===== config.mk =====
export PLATFORM = sky130hd
export DESIGN_NAME = mac_load_issue
export DESIGN_NICKNAME = d
export VERILOG_FILES = /design/src/rtl/mlc_pkg.sv /design/src/rtl/mlc_decode.sv /design/src/rtl/mlc_hazard.sv /design/src/rtl/mlc_flags.sv /design/src/rtl/mac_load_issue.sv
export SDC_FILE = /design/constraint.sdc
export NUM_CORES = 1
export LEC_CHECK = 0
export BUFFER_PORTS_ARGS = -buffer_cell sky130_fd_sc_hd__buf_2
export CAP_MARGIN = 0
export CORE_UTILIZATION = 48
export DETAILED_ROUTE_END_ITERATION = 10
export GPL_ROUTABILITY_DRIVEN = 0
export GPL_TIMING_DRIVEN = 0
export PLACE_DENSITY_LB_ADDON = 0.15
export SYNTH_ARGS = -nofsm -noshare
export SYNTH_HDL_FRONTEND = slang
export SYNTH_SLANG_ARGS = --single-unit

===== constraint.sdc =====
create_clock -name clk -period 4.4 [get_ports clk]
set_input_delay 1.1 -clock clk [delete_from_list [all_inputs] [get_ports clk]]
set_output_delay 1.1 -clock clk [all_outputs]
set_load 0.005 [all_outputs]

===== src/rtl/mlc_pkg.sv =====
package mlc_pkg;
  localparam int IDX_W    = 3;
  localparam int INSTR_W  = 32;
  localparam logic [11:0] OPC_VAL = 12'hE33;
  localparam logic [IDX_W-1:0] ACC_REG = 3'd3;

  typedef struct packed {
    logic             is_op;
    logic             bad_dst;
    logic [IDX_W-1:0] src_a;
    logic [IDX_W-1:0] src_b;
    logic [IDX_W-1:0] mul_dst;
    logic [IDX_W-1:0] ld_dst;
  } mlc_dec_t;
endpackage


===== src/rtl/mlc_decode.sv =====
module mlc_decode
  import mlc_pkg::*;
(
  input  logic [INSTR_W-1:0] instr,
  output mlc_dec_t           dec
);
  logic unused_mode_bits;
  assign unused_mode_bits = ^instr[31:24];

  always_comb begin
    dec.is_op   = (instr[15:4] == OPC_VAL);
    dec.src_a   = instr[3:1];
    dec.src_b   = {instr[23:22], instr[0]};
    dec.mul_dst = instr[21:19];
    dec.ld_dst  = instr[18:16];
    dec.bad_dst = (dec.ld_dst == ACC_REG) || (dec.ld_dst == dec.mul_dst);
  end
endmodule


===== src/rtl/mlc_hazard.sv =====
module mlc_hazard
  import mlc_pkg::*;
#(
  parameter int N_OPS = 3
) (
  input  logic                        pend_valid,
  input  logic [IDX_W-1:0]            pend_mul_dst,
  input  logic                        slot_valid,
  input  logic [N_OPS-1:0]            op_en,
  input  logic [N_OPS-1:0][IDX_W-1:0] op_idx,
  output logic                        hit
);
  logic [N_OPS-1:0] match;

  for (genvar i = 0; i < N_OPS; i++) begin : g_cmp
    assign match[i] = op_en[i] &&
                      ((op_idx[i] == ACC_REG) || (op_idx[i] == pend_mul_dst));
  end

  assign hit = pend_valid && slot_valid && (|match);
endmodule


===== src/rtl/mlc_flags.sv =====
module mlc_flags #(
  parameter int DATA_W  = 32,
  parameter int EXP_LSB = 23,
  parameter int EXP_W   = 8
) (
  input  logic              clk,
  input  logic              rst,
  input  logic              ld_upd,
  input  logic [DATA_W-1:0] ld_val,
  input  logic              uf_evt,
  input  logic              of_evt,
  input  logic              clr,
  output logic              nf,
  output logic              zf,
  output logic              ni,
  output logic              zi,
  output logic              luf,
  output logic              lvf
);
  localparam int SIGN_BIT = DATA_W - 1;
  localparam int EXP_MSB  = EXP_LSB + EXP_W - 1;

  logic exp_zero;
  assign exp_zero = (ld_val[EXP_MSB:EXP_LSB] == '0);

  always_ff @(posedge clk) begin
    if (rst) begin
      nf  <= 1'b0;
      zf  <= 1'b0;
      ni  <= 1'b0;
      zi  <= 1'b0;
      luf <= 1'b0;
      lvf <= 1'b0;
    end else begin
      if (ld_upd) begin
        nf <= ld_val[SIGN_BIT] && !exp_zero;
        zf <= exp_zero;
        ni <= ld_val[SIGN_BIT];
        zi <= (ld_val == '0);
      end
      luf <= (luf && !clr) || uf_evt;
      lvf <= (lvf && !clr) || of_evt;
    end
  end
endmodule


===== src/rtl/mac_load_issue.sv =====
module mac_load_issue
  import mlc_pkg::*;
#(
  parameter int DATA_W  = 32,
  parameter int EXP_LSB = 23,
  parameter int EXP_W   = 8
) (
  input  logic              clk,
  input  logic              rst,
  input  logic              issue_valid,
  input  logic [31:0]       instr,
  input  logic [DATA_W-1:0] load_data,
  input  logic [DATA_W-1:0] sum_res,
  input  logic              sum_uf,
  input  logic              sum_of,
  input  logic [DATA_W-1:0] prod_res,
  input  logic              prod_uf,
  input  logic              prod_of,
  input  logic              slot_valid,
  input  logic              slot_dst_en,
  input  logic [2:0]        slot_dst,
  input  logic              slot_srca_en,
  input  logic [2:0]        slot_srca,
  input  logic              slot_srcb_en,
  input  logic [2:0]        slot_srcb,
  input  logic              clr_sticky,
  output logic              ld_we,
  output logic [2:0]        ld_addr,
  output logic [DATA_W-1:0] ld_data,
  output logic              acc_we,
  output logic [2:0]        acc_addr,
  output logic [DATA_W-1:0] acc_data,
  output logic              mul_we,
  output logic [2:0]        mul_addr,
  output logic [DATA_W-1:0] mul_data,
  output logic              flag_nf,
  output logic              flag_zf,
  output logic              flag_ni,
  output logic              flag_zi,
  output logic              flag_luf,
  output logic              flag_lvf,
  output logic              illegal_err,
  output logic              hazard_err
);
  localparam int N_SLOT_OPS = 3;

  mlc_dec_t dec;
  logic     go_op;
  logic     go_legal;
  logic     unused_src_bits;

  logic             pend_valid;
  logic [IDX_W-1:0] pend_dst;
  logic             haz_hit;

  logic [N_SLOT_OPS-1:0]            slot_en;
  logic [N_SLOT_OPS-1:0][IDX_W-1:0] slot_idx;

  mlc_decode u_dec (
    .instr (instr),
    .dec   (dec)
  );

  assign unused_src_bits = ^{dec.src_a, dec.src_b};
  assign go_op    = issue_valid && dec.is_op;
  assign go_legal = go_op && !dec.bad_dst;

  // Load stage: retires one cycle after issue.
  always_ff @(posedge clk) begin
    if (rst) begin
      ld_we       <= 1'b0;
      ld_addr     <= '0;
      ld_data     <= '0;
      pend_valid  <= 1'b0;
      pend_dst    <= '0;
      illegal_err <= 1'b0;
    end else begin
      ld_we       <= go_legal;
      pend_valid  <= go_legal;
      illegal_err <= go_op && dec.bad_dst;
      if (go_legal) begin
        ld_addr  <= dec.ld_dst;
        ld_data  <= load_data;
        pend_dst <= dec.mul_dst;
      end
    end
  end

  assign slot_en  = {slot_srcb_en, slot_srca_en, slot_dst_en};
  assign slot_idx = {slot_srcb, slot_srca, slot_dst};

  mlc_hazard #(.N_OPS(N_SLOT_OPS)) u_haz (
    .pend_valid   (pend_valid),
    .pend_mul_dst (pend_dst),
    .slot_valid   (slot_valid),
    .op_en        (slot_en),
    .op_idx       (slot_idx),
    .hit          (haz_hit)
  );

  // Arithmetic stage: retires two cycles after issue.
  always_ff @(posedge clk) begin
    if (rst) begin
      acc_we     <= 1'b0;
      acc_data   <= '0;
      mul_we     <= 1'b0;
      mul_addr   <= '0;
      mul_data   <= '0;
      hazard_err <= 1'b0;
    end else begin
      acc_we     <= pend_valid;
      mul_we     <= pend_valid;
      hazard_err <= haz_hit;
      if (pend_valid) begin
        acc_data <= sum_res;
        mul_addr <= pend_dst;
        mul_data <= prod_res;
      end
    end
  end

  assign acc_addr = ACC_REG;

  mlc_flags #(
    .DATA_W  (DATA_W),
    .EXP_LSB (EXP_LSB),
    .EXP_W   (EXP_W)
  ) u_flags (
    .clk    (clk),
    .rst    (rst),
    .ld_upd (go_legal),
    .ld_val (load_data),
    .uf_evt (pend_valid && (sum_uf || prod_uf)),
    .of_evt (pend_valid && (sum_of || prod_of)),
    .clr    (clr_sticky),
    .nf     (flag_nf),
    .zf     (flag_zf),
    .ni     (flag_ni),
    .zi     (flag_zi),
    .luf    (flag_luf),
    .lvf    (flag_lvf)
  );
endmodule


==> results.tsv, run 1 <==
stage	metric	value	unit
clocking	clock slew seen by the registers of the worst setup and hold paths	60	ps
cells_and_area	# diodes	0	
clocking	hold_buf cts	0	
cells_and_area	layout cells sized above 1	38.2	%
cells_and_area	Area Growth Syn to Fin	40.8	%
floorplan	die area	0.0105	mm^2
yosys	Mean Syn Cell Area	9.79	um^2
sta	TNS Setup	0	ps
global_routing	met3 Resource Use GR	6.84	%
yosys	synthesized flop and latch total	114	
floorplan	Top Ports	265	
global_routing	largest net degree at the start of global routing	17	
cells_and_area	final instance area	0.00680	mm^2
setup_path	Slowest cell on crit path	clkbuf_1	
yosys	post-synth cell types	37	
yosys	dominant cell type by area after synthesis	dfxtp_1	
route	Vias/cell	4.95	
yosys	share of the synthesized area in the top cell type	47.3	%
yosys	ys flop type	dfxtp_1	
route	ANT nets after route	0	
setup_path	reg2reg start	pend_valid	
yosys	Ys Warns	0	
setup_path	Reg2Reg Setup Slack	2590	ps
setup_path	Critical Path AT	2650	ps
pwr	combinational group share of total power	5.6	%
global_routing	vias in the first global route	4199	
clocking	clk sinks	114	
pwr	Switch Pwr	548	uW
placement	Cell Count Post-Placement	874	
yosys	Synth async-reset ratio	0	%
global_routing	grt ovf	0	
setup_path	nature of the critical path startpoint	primary input	
pwr	Pwr per Cell Area	360	mW/mm^2
global_routing	GRT Max-Usage Layer	met2	
yosys	Area contributors post-synth	dfxtp_1 (47%), mux2i_1 (22%), nand2b_1 (10%)	
floorplan	Initial Utilization	49.4	%
sta	RSZ-0062 raised after global routing	no	
placement	number of port buffers	247	
clocking	CTS tree	yes	
route	via count	4485	
floorplan	Die Ht	102	um
cells_and_area	commonest cells after routing, fill and taps aside	buf_2 (248), dfxtp_1 (114), mux2i_1 (105), nand2b_1 (78), nor2_1 (72)	
clocking	clock tree buffer depth	2	
cells_and_area	Core Util, Final	69.5	%
route	DRT iter0 DRCs	161	
clocking	H-tree levels	4	
min_path	min-delay src	u_flags.lvf	
min_path	hold endpoint	u_flags.lvf	
clocking	Clock Tree Root	clkbuf_8	
setup_path	crit-path leading delay family	buffers and inverters	
sta	Final Skew	4.39	ps
global_routing	GR Util All Layers	25.0	%
placement	hpwl dp	10.0	mm
setup_path	worst-path cell chain	buf_2 -> clkbuf_1 -> clkbuf_1 -> clkbuf_1 -> nor2_1	
setup_path	CP Buf/Inv Count	4	
global_routing	global routing usage on met2	44.9	%
route	final WL	13.3	mm
setup_path	Crit. End Element	flop	
min_path	Hold Crit Class	reg -> reg	
min_path	hold depth	2	
floorplan	Die W	102	um
setup_path	crit path kind	in -> reg	
run_status	outcome	complete, no violations	
global_routing	first-pass GRT wire length	19.9	mm
pwr	Peak VDD IR	0.000240	V
route	WL/cell	14.6	um
setup_path	reg2reg path depth	4	
clocking	post-cts resize count	0	
placement	placed inst area	0.00623	mm^2
sta	post-route minimum period	2270	ps
flow_run	Max-cap violations	0	
sta	Slew @ Worst Pin	810	ps
setup_path	most frequent CP cell	clkbuf_1	
yosys	sequential fraction of the synthesis area	47.3	%
yosys	Synth Instances	493	
pwr	Pleak	3.00	nW
pwr	Net Sw Frac	22.4	%
yosys	Post-Syn Area	0.00482	mm^2
sta	Slew HR	46.0	%
floorplan	row count	36	
yosys	EDFF count, synth	0	
route	Remaining DRCs	0	
global_routing	initial antenna violation count	0	
cells_and_area	layout net count	909	
setup_path	critical-path maximum fanout	10	
placement	pre-CTS setup slack	1610	ps
floorplan	core area	0.00977	mm^2
setup_path	RR Endpoint	hazard_err	
pwr	clock share of power	52.2	%
clocking	Post-CTS Setup Inserts	0	
setup_path	Critical Path Max Stage Delay	470	ps
clocking	CTS buffer count	17	
setup_path	WP data required	4770	ps
route	drt first pass iters	5	
cells_and_area	commonest non-fill, non-tap cell in the layout	buf_2	
sta	setup violators final	0	
pwr	Int Power	1.90	mW
sta	worst setup slack after layout	2130	ps
sta	final worst-path cycle share	51.7	%
sta	Fmax	0.440	GHz
sta	Max Slew Vio Count	0	
clocking	worst skew pair latency	510	ps
pwr	register share of total power	42.2	%
sta	endpoints failing hold	0	
cells_and_area	Layout Cells excl Fill	906	
global_routing	met1 Track Usage GR	27.6	%
==> worst register-to-register path, stage by stage, from the launching register on <==
cell and delay, ps:
dfxtp_1 330, clkbuf_1 290, buf_1 660, nor2b_1 290
o311a_1 190
==> metal layers <==
metal	part of all wire [%]	up-vias
met5	0	-
met3	6.3	25
met4	2.1	0
li1	-	2201
met1	40	2070
met2	52	189
==> cells in the mapped netlist (6+ instances only) <==
library cell	number
nand2_1	7
o21ai_0	8
nand2b_1	78
nor4_1	11
buf_4	9
buf_1	6
nor2_1	72
nor2b_1	8
mux2i_1	105
dfxtp_1	114
clkbuf_1	21
==> cell type report <==
type / instances / area [um^2]
Tap cell: 133 / 166
Clock inverter: 11 / 105
Timing Repair Buffer: 247 / 1240
Inverter: 3 / 11.3
Sequential cell: 114 / 2280
Multi-Input combinational cell: 340 / 2360
Clock buffer: 21 / 459
Fill cell: 840 / 2980
Buffer: 37 / 174
==> worst max path at each step <==
stage	slack (ps)	cells past startpoint	to	start
after floorplan	1950	6	u_flags.nf	instr[17]
after global placement	1640	5	acc_data[1]	rst
after detailed placement	1610	5	mul_data[3]	rst
after CTS	2130	5	mul_data[3]	rst
after global routing	1940	5	acc_data[11]	rst
final	2130	5	mul_data[3]	rst
==> registers in the layout (all words and copies together), names as in the netlist, 3 cells and up <==
signal / count
ld_data: 31
pend_dst: 3
mul_data: 32
acc_data: 32
ld_addr: 3
mul_addr: 3
==> through the flow <==
stage | hold WS (ps) | total power [mW]
floorplan | 462 | 1.11
global placement | 452 | 1.19
detailed placement | 454 | 1.19
CTS | 464 | 2.46
global route | 487 | 2.53
finish | 466 | 2.45
==> power groups by stage <==
stage	combinational [mW]	clock, mW	sequential [mW]
after floorplan	0.0533	0	1.06
after global placement	0.131	0	1.06
after detailed placement	0.136	0	1.06
after CTS	0.137	1.29	1.03
after global routing	0.151	1.34	1.03
final	0.138	1.28	1.03
==> cells by family (layout without fill, tap and decap cells) <==
group / after synthesis / count (layout) / share of synthesized area (%)
compound gates: 27 / 27 / 3.68
xor+xnor: 4 / 4 / 0.726
buf+inv: 40 / 319 / 3.84
flops: 114 / 114 / 47.3
mux: 107 / 107 / 22.3
other cells: 2 / 3 / 0.156
simple gates: 199 / 199 / 22.0
Note: power is estimated with default switching activity, not from simulation.
==> run 2, diff against run 1 <==
--- a/config.mk
+++ b/config.mk
@@ -7,7 +7,7 @@
 export LEC_CHECK = 0
 export BUFFER_PORTS_ARGS = -buffer_cell sky130_fd_sc_hd__buf_2
 export CAP_MARGIN = 0
-export CORE_UTILIZATION = 48
+export CORE_UTILIZATION = 40
 export DETAILED_ROUTE_END_ITERATION = 10
 export GPL_ROUTABILITY_DRIVEN = 0
 export GPL_TIMING_DRIVEN = 0
==> constraint.sdc (replaced) <==
create_clock -name clk -period 1.9 [get_ports clk]
set_input_delay 0.475 -clock clk [delete_from_list [all_inputs] [get_ports clk]]
set_output_delay 0.475 -clock clk [all_outputs]
set_load 0.005 [all_outputs]
==> run 2 against run 1 <==
  * The run now ends with design-rule violations left
  * Register-to-register slack worse by 2500 ps
  * Critical path depth up 1
  * Sequential power grew 130%
  * Die area is 20% higher
  * Global-route usage fell by 3.7 points
  * Critical path type is now reg -> reg
==> results.tsv, run 2 (synthesis gave the netlist of run 1 again) <==
stage	metric	value	unit
sta	Slew HR	52.3	%
route	final WL	13.0	mm
floorplan	Die Ht	112	um
global_routing	vias in the first global route	4483	
floorplan	Top Ports	265	
pwr	Pwr per Cell Area	842	mW/mm^2
global_routing	global routing usage on met2	38.0	%
run_status	failing checks	design-rule violations	
setup_path	crit path kind	reg -> reg	
setup_path	reg2reg path depth	6	
sta	post-route minimum period	1760	ps
clocking	Post-CTS Setup Inserts	0	
placement	Cell Count Post-Placement	884	
floorplan	core area	0.0116	mm^2
pwr	Tot Pwr	5.75	mW
global_routing	GR Util All Layers	21.4	%
sta	RSZ-0062 raised after global routing	no	
route	DRT iter0 DRCs	235	
min_path	hold depth	3	
setup_path	Critical Path AT	2050	ps
flow_run	Max-cap violations	0	
placement	hpwl dp	10.0	mm
clocking	CTS buffer count	17	
setup_path	CP Buf/Inv Count	2	
clocking	clk sinks	114	
cells_and_area	layout net count	909	
min_path	Hold Crit Class	in -> reg	
setup_path	Reg2Reg Setup Slack	140	ps
global_routing	met3 Resource Use GR	6.64	%
route	ANT nets after route	0	
clocking	clock slew seen by the registers of the worst setup and hold paths	60	ps
setup_path	Critical Path Max Stage Delay	350	ps
route	Remaining DRCs	12	
setup_path	reg2reg start	pend_dst[2]	
sta	final worst-path cycle share	92.7	%
cells_and_area	biggest regs	acc_data: 32 flops, mul_data: 32 flops, ld_data: 31 flops	
cells_and_area	commonest cells after routing, fill and taps aside	buf_2 (247), dfxtp_1 (114), mux2i_1 (105), nand2b_1 (78), nor2_1 (72)	
pwr	Pleak	3.02	nW
clocking	Clock Tree Root	clkbuf_16	
route	WL/cell	14.2	um
cells_and_area	fill count	1039	
min_path	min-delay src	prod_res[13]	
cells_and_area	# diodes	0	
route	via count	4391	
setup_path	WP data required	2190	ps
setup_path	RR Endpoint	hazard_err	
setup_path	Slowest cell on crit path	o311a_1	
global_routing	GRT Max-Usage Layer	met2	
clocking	worst skew pair latency	410	ps
route	drt first pass iters	8	
clocking	CTS tree	yes	
global_routing	met1 Track Usage GR	23.4	%
setup_path	nature of the critical path startpoint	flop	
sta	endpoints failing hold	0	
floorplan	Initial Utilization	41.7	%
cells_and_area	Area Growth Syn to Fin	41.4	%
sta	Slew @ Worst Pin	715	ps
clocking	clock tree buffer depth	2	
global_routing	largest net degree at the start of global routing	17	
floorplan	die area	0.0125	mm^2
cells_and_area	layout cells sized above 1	38.4	%
run_status	outcome	complete, but fails checks	
sta	Final Skew	11.2	ps
floorplan	row count	39	
setup_path	critical-path maximum fanout	10	
sta	setup violators final	0	
min_path	hold endpoint	mul_data[13]	
floorplan	Die W	112	um
clocking	H-tree levels	4	
sta	Max Slew Vio Count	0	
cells_and_area	Layout Cells excl Fill	916	
global_routing	grt ovf	0	
global_routing	first-pass GRT wire length	21.1	mm
pwr	Peak VDD IR	0.000403	V
setup_path	Crit. End Element	flop	
cells_and_area	commonest non-fill, non-tap cell in the layout	buf_2	
placement	number of port buffers	247	
setup_path	crit-path leading delay family	compound AO/OA/AOI/OAI gates	
setup_path	worst-path cell chain	clkbuf_1 -> clkbuf_4 -> o21ai_0 -> a32oi_1 -> a31oi_1 -> o311a_1	
global_routing	initial antenna violation count	0	
route	Vias/cell	4.79	
placement	pre-CTS setup slack	-365	ps
sta	Fmax	0.568	GHz
sta	worst setup slack after layout	139	ps
==> run 2: worst max path at each step <==
| stage | end | start | slack, ps | cells past startpoint |
|---|---|---|---|---|
| 2_1_floorplan | u_flags.nf | instr[17] | 70 | 6 |
| 3_3_place_gp | mul_data[23] | rst | -300 | 5 |
| 3_5_place_dp | mul_data[20] | rst | -370 | 5 |
| 4_1_cts | mul_data[20] | rst | 80 | 5 |
| 5_1_grt | hazard_err | pend_dst[0] | 2 | 5 |
| 6_report | hazard_err | pend_dst[2] | 140 | 6 |
==> run 2: timing repair <==
action | CTS | global route
hold buffers | 0 | 0
endpoints found under the setup margin | 0 | 51
resized for setup | 0 | 3
hold endpoints to repair | 0 | 0
==> run 2: per-layer routing <==
metal | up-vias | wire length [um]
met2 | 173 | 6510
met4 | 0 | 242
met3 | 18 | 956
met1 | 2003 | 5280
met5 | - | 0
li1 | 2197 | -
==> run 2: report_power, final <==
group | switching, mW | internal [mW] | leakage [nW] | total, mW
Combinational | 0.149 | 0.168 | 1.83 | 0.316
Sequential | 0.0000715 | 2.39 | 0.918 | 2.39
Clock | 1.21 | 1.83 | 0.274 | 3.04
==> run 2: final cells by class <==
type                    instances  area, um^2  share of cell area (%)
multi-input cells             340        2360                    34.6
well taps                     143         179                    2.62
clock buffers                  17         425                    6.24
clock inverters                15         150                    2.20
inverters                       3        11.3                   0.165
plain buffers                  37         178                    2.60
flip-flops and latches        114        2280                    33.4
repair buffers                247        1240                    18.1
==> run 2: worst reg2reg max path, cell delays in order (launching register included) <==
cell and delay, ps:
dfxtp_1 300, clkbuf_1 260, clkbuf_4 280, o21ai_0 110, a32oi_1 220, a31oi_1 120, o311a_1 350
==> run 2: per-stage QoR <==
| step | area, um^2 | hold WS [ps] | TNS [ps] | util, % |
|---|---|---|---|---|
| 2_1_floorplan | 4830 | 462 | 0 | - |
| 3_3_place_gp | 6240 | 453 | -15730 | 54.0 |
| 3_5_place_dp | 6240 | 461 | -19470 | 54.0 |
| 4_1_cts | 6820 | 284 | 0 | 59.0 |
| 5_1_grt | 6820 | 301 | 0 | 59.0 |
| 6_report | 6820 | 295 | 0 | 59.0 |
